**src/rtl/mrw_pkg.sv**
```systemverilog
package mrw_pkg;
    typedef enum logic [1:0] {
        ST_IDLE  = 2'd0,
        ST_CRC   = 2'd1,
        ST_WRITE = 2'd2
    } mrw_state_e;

    localparam logic [15:0] CRC_POLY = 16'h1021;
    localparam logic [15:0] CRC_SEED = 16'hFFFF;
    localparam int          CRC_BYTES = 2;
endpackage

```
**src/rtl/mrw_crc_byte.sv**
```systemverilog
// Advances a 16-bit checksum by one byte, most significant bit first.
module mrw_crc_byte
    import mrw_pkg::*;
(
    input  logic [15:0] crc_in,
    input  logic [7:0]  byte_in,
    output logic [15:0] crc_out
);
    logic [15:0] stage [0:8];

    assign stage[0] = crc_in;

    for (genvar i = 0; i < 8; i++) begin : g_bit
        logic fb;
        assign fb = stage[i][15] ^ byte_in[7-i];
        assign stage[i+1] = {stage[i][14:0], 1'b0} ^ (fb ? CRC_POLY : 16'h0000);
    end

    assign crc_out = stage[8];
endmodule

```
**src/rtl/mrw_byte_sel.sv**
```systemverilog
// Picks the byte at a given offset of the stored unit.
module mrw_byte_sel #(
    parameter int DATA_BYTES = 10,
    parameter int POS_W      = 4
) (
    input  logic [8*DATA_BYTES-1:0] hold,
    input  logic [15:0]             crc,
    input  logic [POS_W-1:0]        pos,
    output logic [7:0]              byte_out
);
    localparam int SH_W = POS_W + 3;

    logic [SH_W-1:0] shift;
    assign shift = {pos, 3'b000};

    always_comb begin
        if (int'(pos) < DATA_BYTES) begin
            byte_out = hold[shift +: 8];
        end else if (int'(pos) == DATA_BYTES) begin
            byte_out = crc[15:8];
        end else begin
            byte_out = crc[7:0];
        end
    end
endmodule

```
**src/rtl/mrw_addr_gen.sv**
```systemverilog
// Forms the memory address from slot number, copy select and offset.
module mrw_addr_gen #(
    parameter int ADDR_W    = 12,
    parameter int IDX_W     = 8,
    parameter int REC_BYTES = 12,
    parameter int POS_W     = 4
) (
    input  logic [IDX_W-1:0]  idx,
    input  logic              mirror,
    input  logic [POS_W-1:0]  pos,
    output logic [ADDR_W-1:0] addr
);
    localparam logic [ADDR_W-1:0] UNIT = ADDR_W'(REC_BYTES);

    logic [ADDR_W-1:0] base;
    logic [ADDR_W-1:0] half_off;

    assign base     = ADDR_W'(idx) * UNIT;
    assign half_off = {mirror, {(ADDR_W-1){1'b0}}};
    assign addr     = half_off + base + ADDR_W'(pos);
endmodule

```
**src/rtl/mirror_rec_writer.sv**
```systemverilog
module mirror_rec_writer
    import mrw_pkg::*;
#(
    parameter int DATA_BYTES = 10,
    parameter int ADDR_W     = 12,
    parameter int IDX_W      = 8
) (
    input  logic                    clk,
    input  logic                    rst_n,
    input  logic                    rec_valid,
    output logic                    rec_ready,
    input  logic [8*DATA_BYTES-1:0] rec_data,
    input  logic [IDX_W-1:0]        rec_index,
    output logic                    wr_en,
    output logic [ADDR_W-1:0]       wr_addr,
    output logic [7:0]              wr_data,
    output logic                    busy,
    output logic                    done
);
    localparam int REC_BYTES = DATA_BYTES + CRC_BYTES;
    localparam int POS_W     = $clog2(REC_BYTES);
    localparam logic [POS_W-1:0] LAST_DATA = POS_W'(DATA_BYTES - 1);
    localparam logic [POS_W-1:0] LAST_POS  = POS_W'(REC_BYTES - 1);

    typedef struct packed {
        mrw_state_e              st;
        logic [POS_W-1:0]        pos;
        logic                    mirror;
        logic [15:0]             crc;
        logic [IDX_W-1:0]        idx;
        logic [8*DATA_BYTES-1:0] hold;
        logic                    done;
    } regs_t;

    regs_t r_q, r_d;

    logic [7:0]  cur_byte;
    logic [15:0] crc_next;

    mrw_byte_sel #(
        .DATA_BYTES (DATA_BYTES),
        .POS_W      (POS_W)
    ) u_sel (
        .hold     (r_q.hold),
        .crc      (r_q.crc),
        .pos      (r_q.pos),
        .byte_out (cur_byte)
    );

    mrw_crc_byte u_crc (
        .crc_in  (r_q.crc),
        .byte_in (cur_byte),
        .crc_out (crc_next)
    );

    mrw_addr_gen #(
        .ADDR_W    (ADDR_W),
        .IDX_W     (IDX_W),
        .REC_BYTES (REC_BYTES),
        .POS_W     (POS_W)
    ) u_addr (
        .idx    (r_q.idx),
        .mirror (r_q.mirror),
        .pos    (r_q.pos),
        .addr   (wr_addr)
    );

    always_comb begin
        r_d      = r_q;
        r_d.done = 1'b0;
        unique case (r_q.st)
            ST_IDLE: begin
                if (rec_valid) begin
                    r_d.st     = ST_CRC;
                    r_d.hold   = rec_data;
                    r_d.idx    = rec_index;
                    r_d.crc    = CRC_SEED;
                    r_d.pos    = '0;
                    r_d.mirror = 1'b0;
                end
            end
            ST_CRC: begin
                r_d.crc = crc_next;
                if (r_q.pos == LAST_DATA) begin
                    r_d.pos = '0;
                    r_d.st  = ST_WRITE;
                end else begin
                    r_d.pos = r_q.pos + POS_W'(1);
                end
            end
            ST_WRITE: begin
                if (r_q.pos == LAST_POS) begin
                    r_d.pos = '0;
                    if (r_q.mirror) begin
                        r_d.st     = ST_IDLE;
                        r_d.mirror = 1'b0;
                        r_d.done   = 1'b1;
                    end else begin
                        r_d.mirror = 1'b1;
                    end
                end else begin
                    r_d.pos = r_q.pos + POS_W'(1);
                end
            end
            default: r_d.st = ST_IDLE;
        endcase
    end

    always_ff @(posedge clk) begin
        if (!rst_n) begin
            r_q.st     <= ST_IDLE;
            r_q.pos    <= '0;
            r_q.mirror <= 1'b0;
            r_q.crc    <= CRC_SEED;
            r_q.idx    <= '0;
            r_q.hold   <= '0;
            r_q.done   <= 1'b0;
        end else begin
            r_q <= r_d;
        end
    end

    assign rec_ready = (r_q.st == ST_IDLE);
    assign busy      = (r_q.st != ST_IDLE);
    assign wr_en     = (r_q.st == ST_WRITE);
    assign wr_data   = cur_byte;
    assign done      = r_q.done;


    accept_then_busy_chk: assert property (@(posedge clk) disable iff (!rst_n)
        rec_valid && rec_ready |=> busy && !rec_ready);


    first_primary_chk: assert property (@(posedge clk) disable iff (!rst_n)
        wr_en && !$past(wr_en) |-> !wr_addr[ADDR_W-1]);


    addr_step_chk: assert property (@(posedge clk) disable iff (!rst_n)
        wr_en && $past(wr_en) && (wr_addr[ADDR_W-1] == $past(wr_addr[ADDR_W-1]))
        |-> wr_addr == $past(wr_addr) + ADDR_W'(1));


    done_after_mirror_chk: assert property (@(posedge clk) disable iff (!rst_n)
        done |-> $past(wr_en) && $past(wr_addr[ADDR_W-1]));


    done_write_excl_chk: assert property (@(posedge clk) disable iff (!rst_n)
        $onehot0({done, wr_en}));
endmodule

```
**config.mk**
```make
export PLATFORM = sky130hd
export DESIGN_NAME = mirror_rec_writer
export DESIGN_NICKNAME = d
export VERILOG_FILES = /design/src/rtl/mrw_pkg.sv /design/src/rtl/mrw_crc_byte.sv /design/src/rtl/mrw_byte_sel.sv /design/src/rtl/mrw_addr_gen.sv /design/src/rtl/mirror_rec_writer.sv
export SDC_FILE = /design/constraint.sdc
export NUM_CORES = 1
export LEC_CHECK = 0
export CORE_MARGIN = 4
export CORE_UTILIZATION = 50
export CTS_CLUSTER_SIZE = 20
export DETAILED_ROUTE_END_ITERATION = 12
export DONT_BUFFER_PORTS = 1
export GPL_TIMING_DRIVEN = 0
export PLACE_DENSITY_LB_ADDON = 0.3
export SYNTH_ARGS = -nofsm -noshare
export SYNTH_HDL_FRONTEND = slang
export SYNTH_SLANG_ARGS = --single-unit
```
**constraint.sdc**
```tcl
create_clock -name clk -period 2.6 [get_ports clk]
set_input_delay 0.13 -clock clk [delete_from_list [all_inputs] [get_ports clk]]
set_output_delay 0.13 -clock clk [all_outputs]
set_load 0.005 [all_outputs]
```
==> results.yml <==
logic_synthesis:
  synthTopCellsByArea: "dfxtp_1, nand2_1, a21boi_0, mux2i_1, mux4_2"
  ys.flop_type: "dfxtp_1"
  yosysWarnings: 0
  ys_seq_elements: 112
  synth_area_um2: 6090
  ys_seq_area_share_pct: 36.8
  synthesis.nets: 838
  synth.most_common_cell: "nand2_1"
  async_flop_share_pct: 0
  synth.avg_cell_area_um2: 8.36
  synth_cells: 728
  synth_top_cell_by_area: "dfxtp_1"
  synth_cell_types: 66
  synth_top_area_share_pct: 36.8
  synthTopCellsByCount: "nand2_1, dfxtp_1, a21boi_0"
  synth_edf_count: 0
timing:
  hold_violations: 0
  fin_hold_ws_ns: 0.142
  fmax_ghz: 0.382
  period_minus_slack_ns: 2.62
  relSlewSlack_pct: 62.5
  worst_pin_slew_ns: 0.562
  finalCritPeriodShare_pct: 101
  clock-skew-final_ns: 0.0124
  finalMaxSlewViolations: 0
  postLayoutSetupSlackWorst_ns: -0.0170
  setup_viol: 1
  tns_ns: -0.0170
  rsz0062_at_grt: "yes"
global_routing:
  grt_pass1_vias: 5560
  grt_antenna_before_repair: 0
  grt_util_all_layers_pct: 25.0
  grt_max_degree: 18
  grt_pass1_wl_mm: 28.2
  overflow: 0
pwr:
  p_per_area_nw_per_um2: 597
  pwr-share-comb_pct: 27.8
  power.total_mw: 4.69
  leakage_nw: 3.04
  p_clk_share_pct: 29.3
  power.share.sequential_pct: 42.9
  p_switching_mw: 1.48
  peakVddDrop_uv: 607
  p_int_mw: 3.20
  sw_frac_of_total_pct: 31.6
clock_network:
  cts_tree: "done"
  clk_path_buf_depth: 2
  clkTransAtPathRegs_ns: 0.07
  numCtsBuffers: 9
  cts_root_buf: "clkbuf_16"
  clkLatencyLatePin_ns: 0.36
  cts.sinks: 112
  h-tree-depth: 3
detailed_routing:
  avgRoutedWirePerCell_um: 17.7
  antenna_left: 0
  vias: 5534
  drt_pass1_iterations: 4
  first_iter_violations: 325
  totalWireLength_mm: 17.5
  viasPerCell: 5.58
  drc: 0
worst_setup_path:
  cpMaxStageDelayCell: "dfxtp_4"
  arrival_ns: 2.49
  cp_num_cells: 10
  cp_cell_sequence: "ha_4 > fa_2 > a21o_1 > a21oi_4 > o21bai_1 > a21oi_2 > buf_4 > o21bai_1 > xnor2_1 > xnor2_1"
  cp_max_fo: 4
  slowest_delay_ns: 0.37
  ff2ff_setup_slack_ns: 0.03
  crit_path_end: "wr_addr[11]"
  critical_path.startpoint_type: "flop"
  rr_worst_depth: 8
  criticalPathCategory: "flop to output pin"
  cp_num_buf_inv: 1
  crit_start: "r_q[82]$_SDFFE_PN0P_"
  required_ns: 2.47
  reg2reg_to: "r_q[101]$_SDFFE_PN1P_"
  critical_path.endpoint_type: "output pin"
  path_delay_family: "compound AO/OA/AOI/OAI gates"
  r2r_start: "r_q[106]$_SDFFE_PN0P_"
final_layout:
  syn_to_final_growth_pct: 28.9
  diodes: 0
  fillers: 918
  drive_above_1_share_pct: 12.2
  fin_nets: 952
  fin_util_pct: 65.6
worst_hold_path:
  holdCritPathClass: "primary input to flop"
die:
  fp.dieH_um: 118
  io-pin-count: 115
  placementRows: 40
  start_util_pct: 50.9
  coreArea_um2: 12000
  die_w_um: 118
  fp.dieArea_um2: 14000
place:
  io_buffers: 0
  hpwl_mm: 12.4
  routabilityCongestion: 0.908
  dp_slack_ns: -0.360
status:
  status: "complete, but fails checks"
  violations: "setup timing"
flow_run:
  drv_cap: 0
state kept, by name (all words and copies together) (netlist names):
name and cells:
done 1, r_q 111
power by group through the flow:
stage / clock [mW] / sequential, mW / combinational [mW]
floorplan: 0 / 2.00 / 0.819
global placement: 0 / 2.03 / 1.02
detailed placement: 0 / 2.04 / 1.06
CTS: 1.40 / 2.01 / 1.23
global route: 1.45 / 2.03 / 1.44
finish: 1.37 / 2.01 / 1.30
worst min path at each step:
stage	startpoint	to	depth (start not counted)
final	rec_valid	r_q[111]$_SDFFE_PN0P_	3
after global routing	rec_valid	r_q[111]$_SDFFE_PN0P_	3
after CTS	rec_valid	r_q[111]$_SDFFE_PN0P_	3
after detailed placement	rec_index[7]	r_q[88]$_SDFFE_PN0P_	2
after global placement	rec_data[14]	r_q[15]$_SDFFE_PN0P_	2
after floorplan	rec_data[19]	r_q[20]$_SDFFE_PN0P_	2
layout by cell type (no fill, tap or decap), types with 5 or more instances in the layout:
| cell | instances |
|---|---|
| ha_1 | 15 |
| inv_1 | 21 |
| nor2_1 | 30 |
| clkbuf_16 | 9 |
| a21boi_0 | 92 |
| buf_4 | 19 |
| mux2i_1 | 24 |
| nand3_1 | 12 |
| a22oi_1 | 6 |
| dlygate4sd3_1 | 89 |
| dfxtp_1 | 108 |
| xnor2_1 | 13 |
| a21oi_1 | 16 |
| clkbuf_1 | 30 |
| xor2_1 | 8 |
| o22ai_1 | 6 |
| nand2_1 | 199 |
| xnor2_2 | 7 |
| o21ai_0 | 13 |
| mux4_2 | 10 |
| a21o_1 | 6 |
| o21bai_1 | 5 |
kinds of logic (layout without fill, tap and decap cells):
kind of cell	after synthesis	in the layout	synth area share (%)
AOI/OAI and AO/OA	181	181	21.5
xor gates and xnor gates	31	31	4.93
adders and majority gates	19	19	4.15
buffers and inverters	71	188	5.18
DFF	112	112	36.8
muxes	40	40	8.63
and+or+nand+nor	274	274	18.8
metrics by stage:
step	instance area, um2	cells
after floorplan	6120	728
after detailed placement	6310	875
final	7850	992
after CTS	7660	986
after global placement	6310	875
after global routing	7850	992
per-layer routing:
metal / track usage [%] / vias to the layer above / routed length [um]
met5: 0 / - / 0
li1: - / 2710 / -
met1: 30.7 / 2609 / 7370
met2: 43.1 / 184 / 8700
met3: 5.02 / 31 / 1030
met4: 9.60 / 0 / 437
tightest hold or removal path: stages:
cell and delay [ns]:
nor2_1 0.07, o21ai_0 0.17, a21boi_0 0.07
final cells by class:
cell class | count | area, um2 | share of cell area, %
clock inverter | 4 | 56.3 | 0.717
timing repair buffer | 106 | 1020 | 13.0
buffer | 46 | 240 | 3.06
clock buffer | 10 | 229 | 2.92
multi-input combinational | 545 | 3780 | 48.2
sequential | 112 | 2250 | 28.7
inverter | 22 | 85.1 | 1.08
tap | 147 | 184 | 2.34
repair_timing:
action	in CTS	in global routing
setup buffers	10	7
resized for setup	27	31
pin swaps	8	14
setup endpoints to repair	16	41
cloned	0	0
hold buffers	89	0
endpoints found under the hold margin	89	0
Note: power is estimated with default switching activity, not from simulation.
